### src/rtl/vid_cmd_pkg.sv
package vid_cmd_pkg;

    typedef enum logic [1:0] {
        CMD_PTR = 2'b00,
        CMD_INK = 2'b01,
        CMD_CFG = 2'b10,
        CMD_RSV = 2'b11
    } cmd_e;

    typedef enum logic {
        MS_IDLE = 1'b0,
        MS_PEND = 1'b1
    } msync_e;

    localparam int          MODE_W   = 2;
    localparam logic [1:0]  MODE_BAD = 2'b11;

    typedef struct packed {
        logic ptr_ld;
        logic ink_ld;
        logic cfg_ld;
        logic mode_ok;
        logic div_clr;
    } wr_dec_t;

endpackage

### src/rtl/vid_cmd_decode.sv
module vid_cmd_decode
    import vid_cmd_pkg::*;
(
    input  logic       wr_en,
    input  logic [7:0] wr_data,
    output wr_dec_t    dec
);
    cmd_e cmd;

    always_comb begin
        cmd = cmd_e'(wr_data[7:6]);
        dec = '0;
        if (wr_en) begin
            unique case (cmd)
                CMD_PTR: dec.ptr_ld = 1'b1;
                CMD_INK: dec.ink_ld = 1'b1;
                CMD_CFG: begin
                    dec.cfg_ld  = 1'b1;
                    dec.mode_ok = (wr_data[MODE_W-1:0] != MODE_BAD);
                    dec.div_clr = wr_data[4];
                end
                CMD_RSV: dec = '0;
            endcase
        end
    end
endmodule

### src/rtl/vid_palette_file.sv
module vid_palette_file #(
    parameter int INK_COUNT = 16,
    parameter int COLOUR_W  = 5
) (
    input  logic                         clk,
    input  logic                         rst_n,
    input  logic                         ptr_ld,
    input  logic                         ink_ld,
    input  logic [7:0]                   data,
    input  logic [$clog2(INK_COUNT)-1:0] pix_ink,
    output logic [COLOUR_W-1:0]          pix_colour,
    output logic [COLOUR_W-1:0]          border_colour
);
    localparam int PTR_W = $clog2(INK_COUNT);

    logic [PTR_W:0]        ptr_q;
    logic [COLOUR_W-1:0]   border_q;
    logic [COLOUR_W-1:0]   ink_q [INK_COUNT];
    logic                  sel_border;

    assign sel_border = ptr_q[PTR_W];

    always_ff @(posedge clk) begin
        if (!rst_n) begin
            ptr_q    <= '0;
            border_q <= '0;
        end else begin
            if (ptr_ld)
                ptr_q <= data[PTR_W:0];
            if (ink_ld && sel_border)
                border_q <= data[COLOUR_W-1:0];
        end
    end

    for (genvar i = 0; i < INK_COUNT; i++) begin : g_ink
        always_ff @(posedge clk) begin
            if (ink_ld && !sel_border && (ptr_q[PTR_W-1:0] == PTR_W'(i)))
                ink_q[i] <= data[COLOUR_W-1:0];
        end
    end

    assign pix_colour    = ink_q[pix_ink];
    assign border_colour = border_q;


    ptr_hold_chk: assert property (@(posedge clk) disable iff (!rst_n)
        !ptr_ld |=> $stable(ptr_q));


    border_load_chk: assert property (@(posedge clk) disable iff (!rst_n)
        (ink_ld && sel_border) |=> (border_q == $past(data[COLOUR_W-1:0])));

endmodule

### src/rtl/vid_mode_sync.sv
module vid_mode_sync
    import vid_cmd_pkg::*;
(
    input  logic              clk,
    input  logic              rst_n,
    input  logic              mode_wr,
    input  logic [MODE_W-1:0] new_mode,
    input  logic              hflyback,
    output logic [MODE_W-1:0] mode_q
);
    msync_e            state_q, state_d;
    logic [MODE_W-1:0] pend_q;

    always_comb begin
        state_d = state_q;
        unique case (state_q)
            MS_IDLE: if (mode_wr) state_d = MS_PEND;
            MS_PEND: if (!mode_wr && hflyback) state_d = MS_IDLE;
        endcase
    end

    always_ff @(posedge clk) begin
        if (!rst_n) state_q <= MS_IDLE;
        else        state_q <= state_d;
    end

    always_ff @(posedge clk) begin
        if (!rst_n) begin
            pend_q <= '0;
            mode_q <= '0;
        end else if (mode_wr) begin
            pend_q <= new_mode;
        end else if (state_q == MS_PEND && hflyback) begin
            mode_q <= pend_q;
        end
    end


    mode_gate_chk: assert property (@(posedge clk) disable iff (!rst_n)
        !$stable(mode_q) |-> ($past(hflyback) && $past(state_q) == MS_PEND));


    mode_legal_chk: assert property (@(posedge clk) disable iff (!rst_n)
        mode_q != MODE_BAD);

endmodule

### src/rtl/vid_rom_overlay.sv
module vid_rom_overlay #(
    parameter int ADDR_W = 16
) (
    input  logic              clk,
    input  logic              rst_n,
    input  logic [ADDR_W-1:0] mem_addr,
    input  logic              mem_rd,
    input  logic              ext_rom_off,
    input  logic              lo_en,
    input  logic              hi_en,
    output logic              rd_from_rom
);
    localparam logic [1:0] REG_LO = 2'b00;
    localparam logic [1:0] REG_HI = 2'b11;

    logic [1:0] region;

    always_comb begin
        region      = mem_addr[ADDR_W-1 -: 2];
        rd_from_rom = mem_rd && !ext_rom_off &&
                      ((region == REG_LO && lo_en) || (region == REG_HI && hi_en));
    end


    rom_read_only_chk: assert property (@(posedge clk) disable iff (!rst_n)
        rd_from_rom |-> mem_rd);


    ext_off_chk: assert property (@(posedge clk) disable iff (!rst_n)
        ext_rom_off |-> !rd_from_rom);

endmodule

### src/rtl/vid_cmd_port.sv
module vid_cmd_port
    import vid_cmd_pkg::*;
#(
    parameter int INK_COUNT = 16,
    parameter int COLOUR_W  = 5,
    parameter int ADDR_W    = 16
) (
    input  logic                         clk,
    input  logic                         rst_n,
    input  logic                         wr_en,
    input  logic [7:0]                   wr_data,
    input  logic                         hflyback,
    input  logic [$clog2(INK_COUNT)-1:0] pix_ink,
    output logic [COLOUR_W-1:0]          pix_colour,
    output logic [COLOUR_W-1:0]          border_colour,
    output logic [MODE_W-1:0]            video_mode,
    input  logic [ADDR_W-1:0]            mem_addr,
    input  logic                         mem_rd,
    input  logic                         ext_rom_off,
    output logic                         rom_lo_en,
    output logic                         rom_hi_en,
    output logic                         rd_from_rom,
    output logic                         irq_div_clr
);
    wr_dec_t dec;
    logic    lo_dis_q, hi_dis_q, clr_q;

    vid_cmd_decode u_decode (
        .wr_en   (wr_en),
        .wr_data (wr_data),
        .dec     (dec)
    );

    vid_palette_file #(
        .INK_COUNT (INK_COUNT),
        .COLOUR_W  (COLOUR_W)
    ) u_palette (
        .clk           (clk),
        .rst_n         (rst_n),
        .ptr_ld        (dec.ptr_ld),
        .ink_ld        (dec.ink_ld),
        .data          (wr_data),
        .pix_ink       (pix_ink),
        .pix_colour    (pix_colour),
        .border_colour (border_colour)
    );

    vid_mode_sync u_mode (
        .clk      (clk),
        .rst_n    (rst_n),
        .mode_wr  (dec.cfg_ld && dec.mode_ok),
        .new_mode (wr_data[MODE_W-1:0]),
        .hflyback (hflyback),
        .mode_q   (video_mode)
    );

    always_ff @(posedge clk) begin
        if (!rst_n) begin
            lo_dis_q <= 1'b0;
            hi_dis_q <= 1'b0;
            clr_q    <= 1'b0;
        end else begin
            clr_q <= dec.div_clr;
            if (dec.cfg_ld) begin
                lo_dis_q <= wr_data[2];
                hi_dis_q <= wr_data[3];
            end
        end
    end

    assign rom_lo_en   = !lo_dis_q;
    assign rom_hi_en   = !hi_dis_q;
    assign irq_div_clr = clr_q;

    vid_rom_overlay #(
        .ADDR_W (ADDR_W)
    ) u_overlay (
        .clk         (clk),
        .rst_n       (rst_n),
        .mem_addr    (mem_addr),
        .mem_rd      (mem_rd),
        .ext_rom_off (ext_rom_off),
        .lo_en       (rom_lo_en),
        .hi_en       (rom_hi_en),
        .rd_from_rom (rd_from_rom)
    );


    div_clr_src_chk: assert property (@(posedge clk) disable iff (!rst_n)
        irq_div_clr |-> $past(wr_en && wr_data[7:6] == 2'b10 && wr_data[4]));


    rom_en_src_chk: assert property (@(posedge clk) disable iff (!rst_n)
        (!$stable(rom_lo_en) || !$stable(rom_hi_en)) |-> $past(wr_en && wr_data[7:6] == 2'b10));

endmodule

### config.mk
export PLATFORM = sky130hd
export DESIGN_NAME = vid_cmd_port
export DESIGN_NICKNAME = d
export VERILOG_FILES = /design/src/rtl/vid_cmd_pkg.sv /design/src/rtl/vid_cmd_decode.sv /design/src/rtl/vid_palette_file.sv /design/src/rtl/vid_mode_sync.sv /design/src/rtl/vid_rom_overlay.sv /design/src/rtl/vid_cmd_port.sv
export SDC_FILE = /design/constraint.sdc
export NUM_CORES = 1
export LEC_CHECK = 0
export ABC_AREA = 1
export BUFFER_PORTS_ARGS = -buffer_cell sky130_fd_sc_hd__buf_2
export CAP_MARGIN = 15
export CORE_ASPECT_RATIO = 0.75
export CORE_MARGIN = 2
export CORE_UTILIZATION = 44
export CTS_CLUSTER_SIZE = 20
export DETAILED_ROUTE_END_ITERATION = 10
export GPL_TIMING_DRIVEN = 0
export PLACE_DENSITY = 0.68
export SYNTH_ARGS = -nofsm -noshare
export SYNTH_HDL_FRONTEND = slang
export SYNTH_SLANG_ARGS = --single-unit
### constraint.sdc
create_clock -name clk -period 2.3 [get_ports clk]
set_clock_uncertainty 0.1 [all_clocks]
set_input_delay 0.23 -clock clk [delete_from_list [all_inputs] [get_ports clk]]
set_output_delay 0.23 -clock clk [all_outputs]
set_load 0.05 [all_outputs]
; ---- After elaboration in Yosys (flattened, before gate mapping)
; Memory sizes are Yosys's and may differ from the RTL's.
; Cells that the tools add are included.
[word_totals]
input_bits = 34
reg_bits = 18
memories = 1
ram_bits = 80
out_inout_bits = 16
word_cells = 165
[classes]
bitwise = 2
mux = 84
eq_ne = 19
n_reduce_logical = 51
[memory_table]
columns = name, words, width, read_ports, rd_clocked_by_memory_dff, wr, line_no
row1 = u_palette.ink_q, 16, 5, 1, 0, 1, vid_palette_file.sv:18  ; logic [COLOUR_W-1:0] ink_q [INK_COUNT];
[op_table]
columns = cell, count
row1 = 5-bit two-way mux, 16
row2 = 5-bit OR reduction, 15
row3 = 4-bit two-way mux, 15
row4 = 1-bit two-way mux, 51
row5 = 4-bit == test (second input constant), 8
row6 = 1-bit logical AND, 25
row7 = 4-bit by 3-bit == test with 1-bit output (second input constant), 4
row8 = 4-bit by 2-bit == test with 1-bit output (second input constant), 2
row9 = 1-bit zero test, 5
row10 = 2-bit == test (second input constant), 2
row11 = 4-bit by 1-bit == test with 1-bit output (second input constant), 1
row12 = 2-bit zero test, 2
row13 = 4-bit zero test, 1
row14 = 3-bit two-way mux, 1
row15 = 3-bit AND reduction, 1
row16 = 2-bit by 1-bit == test with 1-bit output (second input constant), 1
row17 = 2-bit inequality test (second input constant), 1
row18 = 1-bit NOT, 2
row19 = 1-bit one-hot mux with 2 select lines, 1
row20 = 2-bit AND reduction, 1
row21 = 1-bit logical OR, 1

; ---- Logic depth before layout (Yosys ltp)
; Gate-level depths: netlist (run 1).
[depth]
word_depth = 23
ltp_mapped = 9
depth_no_buf = 7

; ---- By module
; Synthesis (run 1) repeated with hierarchy kept, for this count alone.
[unflattened]
hier_cells = 458
hier_area_um2 = 4285.4
[modules_own_cells]
columns = module, seq_area_each_um2, area_each_um2, cells_each, n_inst
row1 = vid_palette_file, 2602.5, 3897.5, 394, 1
row2 = vid_mode_sync, 100.1, 187.7, 26, 1
row3 = vid_cmd_port, 60.1, 120.1, 19, 1
row4 = vid_cmd_decode, 0.0, 46.3, 11, 1
row5 = vid_rom_overlay, 0.0, 33.8, 8, 1

; ---- Worst setup path after synthesis (run 1)
; OpenSTA, ideal clock, no wires.
[synth_path]
path_kind = register to output
from = register hi_dis_q
to = output port rd_from_rom
stages_incl_launch_ff = 4
arrival_time_ns = 1.973
path_buffers = 0
required_time_ns = 1.970
path_slack_ns = -0.003
cell_sequence = dfxtp_1 inv_1 nand3_1 a211oi_1
[synth_via]
elab_chain_len = 4
[synth_rtl]
columns = item, line_no
row1 = "start, declared", vid_cmd_port.sv:26  ; logic lo_dis_q, hi_dis_q, clr_q;
row2 = "start signal, assigned", vid_cmd_port.sv:66  ; hi_dis_q <= wr_data[3];
row3 = 1-bit zero test, vid_cmd_port.sv:72  ; assign rom_hi_en = !hi_dis_q;
row4 = named net rom_hi_en, vid_cmd_port.sv:21  ; output logic rom_hi_en,
row5 = 1-bit logical AND, vid_rom_overlay.sv:21  ; ((region == REG_LO && lo_en) || (region == REG_HI && hi_en));
row6 = 1-bit logical OR, vid_rom_overlay.sv:21
row7 = 1-bit logical AND, vid_rom_overlay.sv:20  ; rd_from_rom = mem_rd && !ext_rom_off &&
row8 = "end, declared", vid_cmd_port.sv:22  ; output logic rd_from_rom,
; The timed path passes the listed nets, and every way through them passes these cells.

; ---- Worst setup path in the final report (run 1)
[layout_path]
from = register u_palette.ptr_q[4]
to = memory u_palette.ink_q[8][4] (enable)
[layout_via]
elab_chain_len = 21
elab_cells_between_ends = 95
cone_classes = mux (62) / reduce/logical (33)
[layout_rtl]
columns = item, line_no
row1 = "start, declared", vid_palette_file.sv:16  ; logic [PTR_W:0] ptr_q;
row2 = "start signal, assigned", vid_palette_file.sv:29  ; ptr_q <= data[PTR_W:0];
row3 = 1-bit zero test (*), vid_palette_file.sv:37  ; if (ink_ld && !sel_border && (ptr_q[PTR_W-1:0] == PTR_W'(i)))
row4 = 1-bit logical AND (*), vid_palette_file.sv:37
row5 = 1-bit logical AND, vid_palette_file.sv:37
row6 = 1-bit two-way mux, vid_palette_file.sv:37
row7 = 1-bit two-way mux (implied by the code), vid_palette_file.sv:38  ; ink_q[i] <= data[COLOUR_W-1:0];
row8 = 5-bit OR reduction (no line), n/a
row9 = 4-bit two-way mux (no line) or 1-bit two-way mux (tied branches) (15 in a row), n/a
row10 = "end, declared", vid_palette_file.sv:18
; Mark *: on every way between the ends. The rest lies on a longest branch, timed or not.

==> results.cfg, run 1 <==
[outcome]
status = completed

[logic_synthesis]
synth_cell_types = 18
synth_compound_area_frac = 0.0313
ys_seq_area_frac = 0.652
syn-cell-area_mm2 = 0.00423
ys_seq_elements = 98
avgSynthCellArea_um2 = 9.54
synth_top_family_by_area = simple AND/OR/NAND/NOR gates
yosys.area_share.adder = 0
yosysWarningCount = 0
synth_nets = 478
synthesis.instances = 444
synthXorXnorAreaFrac = 0
synthMuxAreaShare = 0
synthSimpleGateAreaFrac = 0.227

[cells_and_area]
areaGrowthSynthToFinish_pct = 15.7
final_core_util = 0.533
layout.nets = 522
multiInputGateArea_mm2 = 0.00110
drive_above_1_share = 0.128
final_cell_mix = nand2_1 (127), inv_1 (80), edfxtp_1 (80), nand3_1 (68), buf_2 (42)
seqCellArea_mm2 = 0.00276
layout_commonest_cell = nand2_1
fin_cells = 621
diodes = 0
fillers = 845

[global_routing]
grt_pass1_wl_um = 15000
groute.usage.overall = 0.198
antenna_found_initial = 0
grt-ovfl-total = 0
grt_max_degree = 21
grt_pass1_vias = 2942

[clock_network]
numCtsBuffers = 9
clk_pin_slew_ns = 0.07
cts_resized = 0
clk_latency_ns = 0.35
cts-root-buf = clkbuf_16
cts_max_path_buffers = 2
h-tree-depth = 3
cts_tree = yes
cts_hold_buffers = 0
post-cts-setup-buffers = 0
clkSinkCount = 98

[routing]
postRouteAntennaNets = 0
drt_iter0_markers = 201
vias = 3032
routed_wl_um = 9440
drcViolationCount = 0
wl_per_cell_um = 15.2
via_per_inst = 4.88
first_pass_iters = 4

[power_and_ir_drop]
finalPower_w = 0.00389
clock_power_share = 0.428
p_leak_nw = 2.11
power_density_mw_per_mm2 = 795
p_switching_w = 0.000914
p_sw_frac = 0.235
p_int_w = 0.00298
power_frac_seq = 0.497
vdd_drop_max_uv = 394
p_comb_frac = 0.075

[critical_path]
ff2ff_path_depth = 4
endpoint_kind = register
cp-start-kind = register
r2r-end = u_palette.ink_q[8][4]
r2r_start = u_palette.ptr_q[4]
arrival_ns = 1.88
critPathMaxFanout = 8
crit_type = reg -> reg
regToRegSetupSlack_ns = 0.30
required_ns = 2.18

[sta]
fin_crit_ns = 2.00
fmax_mhz = 500
finalCritPeriodShare = 0.869
hold_violations = 0
worst_pin_slew_ns = 0.536
final.setup.tns_ns = 0
slew_violations = 0
fin_ws_ns = 0.302
rsz0062_at_grt = no
setup_viol = 0
timing.slew.headroom = 0.641

[place]
place_inst = 605
portBuffers = 33
hpwl_um = 6640
dp_slack_ns = 0.275
gp_congestion = 0.925

[floorplanning]
start_util = 0.460
core_area_mm2 = 0.00920
dieArea_mm2 = 0.0104
die_h_um = 89.0
rows = 30
die_w_um = 117
ios = 50

[min_path]
holdPathStages = 4
hp-start = hflyback
holdCritPathClass = in -> reg
hold_path_end = u_mode.state_q

[job]
cap_violations = 0
## critical path: stages (launching register included)
cell and delay (ns):
dfxtp_1 0.29, buf_2 0.16, nor4_1 0.39, nand2_1 0.23, nor2_1 0.47
## per-stage QoR
step           instance area, µm²  hold WS [ns]
2_1_floorplan                4240         0.229
3_3_place_gp                 4560         0.346
3_5_place_dp                 4560         0.355
4_1_cts                      4900        0.0520
5_1_grt                      4900        0.0698
6_report                     4900        0.0510
## layout make-up
class / count / share of cell area
clock inverter: 7 / 0.0222
inverter: 81 / 0.0621
timing repair buffer: 33 / 0.0337
multi-input combinational: 249 / 0.225
buffer: 16 / 0.0148
clock buffer: 9 / 0.0460
tap: 128 / 0.0327
sequential: 98 / 0.564
## registers in the layout, summed over array words and instances, names as in the netlist
| name | cells |
|---|---|
| hi_dis_q | 1 |
| irq_div_clr | 1 |
| lo_dis_q | 1 |
| u_mode.mode_q | 2 |
| u_mode.pend_q | 2 |
| u_mode.state_q | 1 |
| u_palette.border_colour | 5 |
| u_palette.ink_q | 80 |
| u_palette.ptr_q | 5 |
## layer usage
metal | vias to the layer above | track usage | part of all wire
li1 | 1518 | - | -
met1 | 1404 | 0.277 | 0.46
met2 | 103 | 0.307 | 0.44
met3 | 7 | 0.0515 | 0.084
met4 | 0 | 0.0578 | 0.011
met5 | - | 0 | 0
## synthesized netlist by cell type
cell	instances	area, µm²
clkinv_1	1	3.75
nand3_1	68	340
nand3_4	1	17.5
a21oi_1	17	85.1
nor3_2	1	10.0
inv_1	80	300
dfxtp_1	18	360
edfxtp_1	80	2400
nor3_4	1	16.3
nand2_1	127	477
clkbuf_1	6	22.5
o21ai_0	8	40.0
a211oi_1	1	7.51
clkbuf_2	1	5.00
buf_2	9	45.0
nor2_1	22	82.6
nand4_1	2	12.5
nor4_1	1	6.26
## worst max path at each step
stage / from / end / cells past startpoint
floorplan: hi_dis_q / rd_from_rom / 3
global placement: u_palette.ptr_q[4] / u_palette.ink_q[8][4] / 4
detailed placement: wr_data[6] / u_palette.ink_q[1][1] / 5
CTS: u_palette.ptr_q[4] / u_palette.ink_q[8][3] / 4
global route: u_palette.ptr_q[4] / u_palette.ink_q[8][4] / 4
finish: u_palette.ptr_q[4] / u_palette.ink_q[8][4] / 4
## power groups by stage
stage	Combinational, W	Clock, W	Sequential, W
global route	0.000322	0.00174	0.00194
floorplan	0.000176	0	0.00198
CTS	0.000293	0.00168	0.00194
global placement	0.000287	0	0.00197
detailed placement	0.000292	0	0.00198
finish	0.000291	0.00167	0.00194
## cell families after synthesis
family                 count (synthesis)
and+or+nand+nor                      223
buffers and inverters                 97
DFF                                   98
AOI/OAI and AO/OA                     26
Note: power is estimated with default switching activity, not from simulation.
==> run 2, diff against run 1 <==
--- a/config.mk
+++ b/config.mk
@@ -11,6 +11,7 @@
 export CORE_ASPECT_RATIO = 0.75
 export CORE_MARGIN = 2
 export CORE_UTILIZATION = 44
+export CTS_BUF_LIST = sky130_fd_sc_hd__clkbuf_2
 export CTS_CLUSTER_SIZE = 20
 export DETAILED_ROUTE_END_ITERATION = 10
 export GPL_TIMING_DRIVEN = 0
==> run 2 against run 1 <==
Die area stayed put. Hold slack improved by 0.28 ns. Combinational power grew 7.6%. Cell count up 2.7%. Global-route usage is 0.35 points higher. Non-clock buffer count increased by 17. First-iteration DRC count up 10%. Wire length increased by 2.4%. Critical endpoint is now u_mode.state_q. Total power fell by 16%. Largest power group unchanged.
==> results.cfg, run 2 (synthesized netlist as in run 1, its figures left out) <==
[power_and_ir_drop]
p_switching_w = 0.000849
power_density_mw_per_mm2 = 666
power_frac_seq = 0.595
p_leak_nw = 2.11
p_comb_frac = 0.096
p_int_w = 0.00241
vdd_drop_max_uv = 383
clock_power_share = 0.309
p_sw_frac = 0.261

[floorplanning]
die_w_um = 117
dieArea_mm2 = 0.0104
rows = 30
ios = 50
die_h_um = 89.0
core_area_mm2 = 0.00920
start_util = 0.460

[critical_path]
cp-start-kind = primary input
required_ns = 2.79
endpoint_kind = register
path_buf_inv = 6
arrival_ns = 2.66
crit_type = in -> reg
critPathMaxFanout = 6
crit_chain = dlygate4sd3_1 > buf_2 > inv_2 > nand3_4 > dlygate4sd3_1 > inv_1 > nand2_1 > a21oi_1 > dlygate4sd3_1
worst_path_most_repeated_cell = dlygate4sd3_1
cp_slowest_cell = dlygate4sd3_1
critPathTopFamily = buffers and inverters
max_stage_delay_ns = 0.63

[clock_network]
cts_tree = yes
post-cts-setup-buffers = 0
clk_latency_ns = 0.61
h-tree-depth = 3
numCtsBuffers = 9
cts_max_path_buffers = 2
clk_pin_slew_ns = 0.29
cts-root-buf = clkbuf_2
clkSinkCount = 98

[sta]
timing.slew.headroom = 0.624
fin_crit_ns = 2.17
hold_violations = 0
slew_violations = 0
final.setup.tns_ns = 0
fmax_mhz = 460
rsz0062_at_grt = no
setup_viol = 0
finalCritPeriodShare = 0.945
worst_pin_slew_ns = 0.562

[place]
gp_congestion = 0.925
portBuffers = 33
hpwl_um = 6640

[cells_and_area]
top_register = u_palette.ink_q
layout_commonest_cell = nand2_1
layout.nets = 539
largest_reg_flops = 80
final_core_util = 0.532
diodes = 0
drive_above_1_share = 0.125
fillers = 850
areaGrowthSynthToFinish_pct = 15.5
multiInputGateArea_mm2 = 0.00110
final_cell_mix = nand2_1 (127), edfxtp_1 (80), inv_1 (79), nand3_1 (68), buf_2 (42)
seqCellArea_mm2 = 0.00276

[global_routing]
antenna_found_initial = 0
groute.usage.overall = 0.201
grt_max_degree = 21
grt-ovfl-total = 0
grt_pass1_wl_um = 15300
grt_pass1_vias = 3025

[min_path]
holdCritPathClass = in -> reg

[routing]
routed_wl_um = 9670
postRouteAntennaNets = 0
drcViolationCount = 0
vias = 3129
drt_iter0_markers = 221
via_per_inst = 4.90
wl_per_cell_um = 15.2
first_pass_iters = 5

[outcome]
status = completed

[job]
cap_violations = 0
-- run 2: cell count changes in the layout (fill, tap and decap cells not counted), sizes merged --
cell,change
dlygate4sd3,+17
-- run 2: worst register-to-register path, delay by kind of cell, from the launching register on --
family,cells,cell delay [ns]
buffers and inverters,1,0.15
DFF,1,0.35
and+or+nand+nor,3,1.13
-- run 2: path summary, 6_finish.rpt --
check	startpoint	endpoint	slack (ns)	cells after the start
max	wr_data[6]	u_mode.state_q	0.13	9
min	rst_n	hi_dis_q	0.33	4
max reg2reg	u_palette.ptr_q[4]	u_palette.ink_q[8][0]	0.26	4
min reg2reg	u_mode.pend_q[0]	u_mode.pend_q[0]	0.38	2
-- run 2: layout make-up --
class	instances	area share
buffer	16	0.0148
clock buffer	9	0.00921
clock inverter	7	0.0223
inverter	81	0.0622
multi-input combinational	249	0.225
sequential	98	0.565
tap	128	0.0328
timing repair buffer	50	0.0686
-- run 2: layer usage --
layer | part of all wire | vias to the layer above | wire (µm) | global-route usage
li1 | - | 1551 | - | -
met1 | 0.49 | 1489 | 4740 | 0.284
met2 | 0.45 | 77 | 4310 | 0.315
met3 | 0.053 | 12 | 508 | 0.0536
met4 | 0.011 | 0 | 106 | 0.0481
met5 | 0 | - | 0 | 0
-- run 2: power by group through the flow --
stage               Sequential [W]  Combinational, W  Clock (W)
floorplan                  0.00198          0.000176          0
global placement           0.00197          0.000287          0
global route               0.00194          0.000345    0.00109
finish                     0.00194          0.000313    0.00101
CTS                        0.00194          0.000312    0.00102
detailed placement         0.00198          0.000292          0
-- run 2: timing repair --
item,4_1_cts,5_1_grt
hold endpoints to repair,98,0
resized for setup,0,1
endpoints found under the setup margin,0,1
hold buffers,17,0
-- run 2: per-stage QoR --
stage	std cells	instance area, µm²	total power [W]	hold WS [ns]	worst slack (ns)
after floorplan	444	4240	0.00216	0.229	0.444
after global placement	605	4560	0.00226	0.346	0.318
after detailed placement	605	4560	0.00227	0.355	0.275
after CTS	638	4890	0.00327	0.266	0.126
after global routing	638	4890	0.00337	0.290	0.0199
final	638	4890	0.00326	0.331	0.127
